==> src/rtl/pc_next_pkg.sv <==
// Package: shared opcode constants and flow-kind type for the next-PC unit.
// Assumes the opcode occupies instruction bits 31:26.
package pc_next_pkg;
    localparam int INSTR_W = 32;
    localparam int OPC_W   = 6;
    localparam int DISP_W  = 16;
    localparam int INDEX_W = 26;

    localparam logic [OPC_W-1:0] OPC_JUMP = 6'h02;
    localparam logic [OPC_W-1:0] OPC_BEQ  = 6'h04;
    localparam logic [OPC_W-1:0] OPC_BNE  = 6'h05;

    typedef enum logic [1:0] {
        FLOW_SEQ    = 2'd0,
        FLOW_BRANCH = 2'd1,
        FLOW_JUMP   = 2'd2
    } flow_kind_t;
endpackage

==> src/rtl/pc_flow_decode.sv <==
// Module: classifies the opcode and resolves the branch condition.
// Assumes the operands are already the values the instruction names.
module pc_flow_decode
    import pc_next_pkg::*;
#(
    parameter int DATA_W = 32
) (
    input  logic [OPC_W-1:0]  opcode,
    input  logic [DATA_W-1:0] op_a,
    input  logic [DATA_W-1:0] op_b,
    output flow_kind_t        kind,
    output logic              redirect
);
    logic same;

    // Purpose: pick the flow kind and decide whether flow is redirected.
    always_comb begin
        same     = (op_a == op_b);
        kind     = FLOW_SEQ;
        redirect = 1'b0;
        unique case (opcode)
            OPC_JUMP: begin
                kind     = FLOW_JUMP;
                redirect = 1'b1;
            end
            OPC_BEQ: begin
                kind     = FLOW_BRANCH;
                redirect = same;
            end
            OPC_BNE: begin
                kind     = FLOW_BRANCH;
                redirect = !same;
            end
            default: begin
                kind     = FLOW_SEQ;
                redirect = 1'b0;
            end
        endcase
    end
endmodule

==> src/rtl/pc_target_calc.sv <==
// Module: forms the sequential, branch and jump addresses and selects one.
// Assumes PC_W >= 28 so the jump index fits under the kept upper bits.
module pc_target_calc
    import pc_next_pkg::*;
#(
    parameter int PC_W = 32
) (
    input  logic [PC_W-1:0]    cur_pc,
    input  logic [INDEX_W-1:0] field_lo,
    input  flow_kind_t         kind,
    input  logic               redirect,
    output logic [PC_W-1:0]    next_pc
);
    localparam int KEEP_W = PC_W - INDEX_W - 2;
    localparam int EXT_W  = PC_W - DISP_W - 2;

    logic [PC_W-1:0] seq_addr;
    logic [PC_W-1:0] disp_bytes;
    logic [PC_W-1:0] branch_addr;
    logic [PC_W-1:0] jump_addr;

    // Purpose: compute every candidate address from the current PC.
    always_comb begin
        seq_addr    = cur_pc + PC_W'(4);
        disp_bytes  = {{EXT_W{field_lo[DISP_W-1]}}, field_lo[DISP_W-1:0], 2'b00};
        branch_addr = seq_addr + disp_bytes;
        jump_addr   = {cur_pc[PC_W-1 -: KEEP_W], field_lo, 2'b00};
    end

    // Purpose: choose the next address from the flow kind and condition.
    always_comb begin
        next_pc = seq_addr;
        if (redirect) begin
            if (kind == FLOW_JUMP) begin
                next_pc = jump_addr;
            end else if (kind == FLOW_BRANCH) begin
                next_pc = branch_addr;
            end
        end
    end
endmodule

==> src/rtl/pc_next_unit.sv <==
// Module: top of the next-PC unit; holds the PC register.
// Assumes the instruction and operands are stable before each rising edge.
module pc_next_unit
    import pc_next_pkg::*;
#(
    parameter int          PC_W     = 32,
    parameter logic [31:0] START_PC = 32'h0040_0000
) (
    input  logic                 clk,
    input  logic                 rst_n,
    input  logic                 step_en,
    input  logic [INSTR_W-1:0]   instr,
    input  logic [PC_W-1:0]      rs_val,
    input  logic [PC_W-1:0]      rt_val,
    output logic [PC_W-1:0]      pc,
    output logic                 taken
);
    localparam logic [PC_W-1:0] RESET_ADDR = PC_W'(START_PC);

    flow_kind_t      kind;
    logic            redirect;
    logic [PC_W-1:0] next_pc;

    pc_flow_decode #(.DATA_W(PC_W)) u_decode (
        .opcode   (instr[INSTR_W-1 -: OPC_W]),
        .op_a     (rs_val),
        .op_b     (rt_val),
        .kind     (kind),
        .redirect (redirect)
    );

    pc_target_calc #(.PC_W(PC_W)) u_target (
        .cur_pc   (pc),
        .field_lo (instr[INDEX_W-1:0]),
        .kind     (kind),
        .redirect (redirect),
        .next_pc  (next_pc)
    );

    // Purpose: PC register with synchronous reset and step gating.
    always_ff @(posedge clk) begin
        if (!rst_n) begin
            pc <= RESET_ADDR;
        end else if (step_en) begin
            pc <= next_pc;
        end
    end

    assign taken = redirect;

    // no step means the PC does not move
    assert_hold_R2: assert property (@(posedge clk) disable iff (!rst_n)
        ($past(rst_n) && !$past(step_en)) |-> (pc == $past(pc)));

    // a non-redirecting step advances by exactly one word
    assert_seq_step_R3: assert property (@(posedge clk) disable iff (!rst_n)
        ($past(rst_n) && $past(step_en) && !$past(taken)) |-> (pc == $past(pc) + PC_W'(4)));

    // equal operands on branch-if-equal always redirect
    assert_beq_equal_R4: assert property (@(posedge clk) disable iff (!rst_n)
        (instr[31:26] == OPC_BEQ && rs_val == rt_val) |-> taken);

    // equal operands on branch-if-not-equal never redirect
    assert_bne_equal_R6: assert property (@(posedge clk) disable iff (!rst_n)
        (instr[31:26] == OPC_BNE && rs_val == rt_val) |-> !taken);

    // a jump is always taken and keeps the upper PC bits of the jump itself
    assert_jump_taken_R7: assert property (@(posedge clk) disable iff (!rst_n)
        (instr[31:26] == OPC_JUMP) |-> taken);

    assert_jump_upper_R7: assert property (@(posedge clk) disable iff (!rst_n)
        ($past(rst_n) && $past(step_en) && $past(instr[31:26]) == OPC_JUMP)
            |-> (pc[PC_W-1 -: 4] == $past(pc[PC_W-1 -: 4])));
endmodule

==> config.mk <==
export PLATFORM = sky130hd
export DESIGN_NAME = pc_next_unit
export DESIGN_NICKNAME = d
export VERILOG_FILES = /design/src/rtl/pc_next_pkg.sv /design/src/rtl/pc_flow_decode.sv /design/src/rtl/pc_target_calc.sv /design/src/rtl/pc_next_unit.sv
export SDC_FILE = /design/constraint.sdc
export NUM_CORES = 1
export LEC_CHECK = 0
export CAP_MARGIN = 20
export CORE_UTILIZATION = 48
export CTS_CLUSTER_SIZE = 28
export DETAILED_ROUTE_END_ITERATION = 8
export HOLD_SLACK_MARGIN = 0.1
export PLACE_DENSITY_LB_ADDON = 0.15
export SETUP_SLACK_MARGIN = 0.05
export SLEW_MARGIN = 20
export SYNTH_ARGS = -nofsm -noshare
export SYNTH_HDL_FRONTEND = slang
export SYNTH_SLANG_ARGS = --single-unit
==> constraint.sdc <==
create_clock -name clk -period 4.7 [get_ports clk]
set_clock_uncertainty 0.15 [all_clocks]
set_input_delay 0.705 -clock clk [delete_from_list [all_inputs] [get_ports clk]]
set_output_delay 0.705 -clock clk [all_outputs]
set_load 0.005 [all_outputs]
==> metrics <==
post-route setup TNS 0 ns; total setup buffers inserted after CTS 0; met2 global-route usage 0.5708; io pins 132; Post-DRT Antenna Nets 0; post-route insts no fill 791; share of the synthesized area in the top cell type 0.1431; CTS tree yes; RD Place Congestion 0.9514; CTS Sinks 30; GRT busiest layer met2; Rows 33; DR pass1 iterations 5; Avg Cell Area, Syn 7.443 µm²; latest clock arrival within the worst-skew pair 0.29 ns; met3 usage 0.04466; commonest register cell after synthesis dfxtp_1; setup repair after global routing missed its margin false; critical setup path kind reg -> reg; Pwr Density 145.6 nW/µm²; final setup vio count 0; Layout area overhead 35.35%; Startpoint Class register; library cells used by synthesis 61; Synth async-reset ratio 0; Clock Root Buffer clkbuf_8; Congestion Overflow GR 0; total CTS buffers 5; critical path peak fanout 7; slowest cell on the critical path dfxtp_1; Max Fclk 231.4 MHz; Pins Over Slew Limit 0; layout cells sized above 1 0.03499; Post-Syn Instances 564; top flop regs pc (30); Placed Cells 783; CTS resizes 0; GRT Total Usage 0.3145; final WL 13960 µm; Slew headroom 0.5177; vias in the first global route 4782; vias per std cell 6.150; initial drt markers 264; status completed; Psw 0.0002751 W; fin nets 822; synthesized flop and latch total 30; CTS Hold Buffers Added 0; H-tree depth 2; Critical Path RT 4.75 ns; Commonest cells post-synth nand2_1 (51), xor2_1 (50), a21oi_1 (43); leakage 2.376 nW; largest register by flop count pc; final hold vios 0; die width 95.52 µm; Total Die Area 9123 µm²; Bufs on Longest Clock Path 2; EDFF count, synth 0; starting density of the core 0.5033; post-synthesis cell area 4198 µm²; total core area 8341 µm²; Max Cap Viol 0; pin count of the biggest net entering global routing 47; clock share of power 0.272; final cycle utilization of the critical path 0.9195; register area share after synthesis 0.1431; Max IR drop VDD 162.7 µV; GRT met1 Usage 0.3517; synth top area cells dfxtp_1 (14%), ha_1 (11%), xor2_1 (10%); DRC 0; clock slew seen by the registers of the worst setup and hold paths 0.07 ns; Logic pwr share 0.396; diode count 0; CP peak stage delay 0.45 ns; Routed WL per cell 17.65 µm; initial antenna violation count 0; most numerous cell in the Yosys netlist nand2_1; Worst-Margin Slew 0.7211 ns; fin util 0.6812; Tmin final 4.322 ns; global-route wire length before repair 22290 µm; buffers added on ports 129; switch share 0.3326; type of the tightest min-delay check reg -> reg; vias 4865; Int Power 0.0005519 W; Die Ht 95.52 µm; DP HPWL 11150 µm; synthesis warning total 0; Synth area leader dfxtp_1; Worst Setup End Kind register; max FFs per register 30; CP arrival 4.37 ns; Seq pwr share 0.332; critical path cell sequence nand4_1 -> nor4_4 -> and2_1 -> nand2_1 -> xnor2_1 -> ha_1 -> a21oi_1 -> o21bai_1 -> a211o_1 -> a31oi_1 -> buf_4 -> o31a_1 -> o21ai_0 -> xor2_1 -> o22ai_1 -> o31ai_1
==> per-stage QoR <==
stage | worst slack, ns | area [µm²] | hold WS [ns] | power, W
5_1_grt | 0.05745 | 5682 | 0.3669 | 0.0008705
3_3_place_gp | 0.4906 | 5578 | 0.3264 | 0.0005960
4_1_cts | 0.3094 | 5673 | 0.3487 | 0.0008269
2_1_floorplan | 0.8905 | 4202 | 0.3091 | 0.0004488
6_report | 0.3785 | 5682 | 0.3408 | 0.0008270
3_5_place_dp | 0.3355 | 5578 | 0.3304 | 0.0006023
==> logic make-up (layout without fill, tap and decap cells) <==
family                   Yosys count  count (layout)  synth area share
flip-flops                        30              30            0.1431
XOR/XNOR                          84              84            0.1753
other                              1               2         0.0008933
AND/OR/NAND/NOR                  188             188            0.2271
buffers and inverters             42             163           0.04143
multiplexers                       5               5           0.01192
adder cells (fa/ha/maj)           38              38            0.1151
AO/OA/AOI/OAI                    176             176            0.2853
==> worst paths after layout <==
check / start / endpoint / slack (ns) / cells after the start
worst max register to register: pc[5] / pc[25] / 0.38 / 16
worst min register to register: pc[9] / pc[9] / 0.34 / 2
worst min-delay path: pc[9] / pc[9] / 0.34 / 2
worst max-delay path: pc[5] / pc[25] / 0.38 / 16
==> final cells by class <==
class,count,area (µm²)
fillers,750,2659
flip-flops and latches,30,600.6
clock inverters,2,12.51
repair buffers,137,1351
inverters,18,67.56
clock buffers,6,82.58
multi-input cells,493,3436
well taps,105,131.4
==> per-layer routing <==
layer,vias to the layer above,share of wire
met1,2262,0.39
met3,50,0.060
met4,0,0.048
met2,213,0.50
li1,2340,-
met5,-,0
==> power groups by stage <==
stage          Clock (W)  Sequential [W]  Combinational, W
3_5_place_dp           0        0.000280          0.000322
3_3_place_gp           0        0.000279          0.000317
6_report        0.000225        0.000275          0.000327
5_1_grt         0.000238        0.000276          0.000356
2_1_floorplan          0        0.000276          0.000172
4_1_cts         0.000229        0.000274          0.000324
==> placed cells by master (no fill, tap or decap), types with 17 or more instances in the layout <==
master           count
a21oi_1             43
clkdlybuf4s50_1    129
dfxtp_1             30
ha_1                37
inv_1               17
nand2_1             51
nor2_1              34
o21ai_0             29
xnor2_1             34
xor2_1              50
==> critical path, delay by kind of cell (launching register included) <==
family          cells  cell delay (ns)
simple gates        4             1.04
fa+ha+maj           1             0.34
buf+inv             1             0.20
compound gates      8             1.60
flops               1             0.45
xor+xnor            2             0.45
Power figures use the tool's default switching activity.
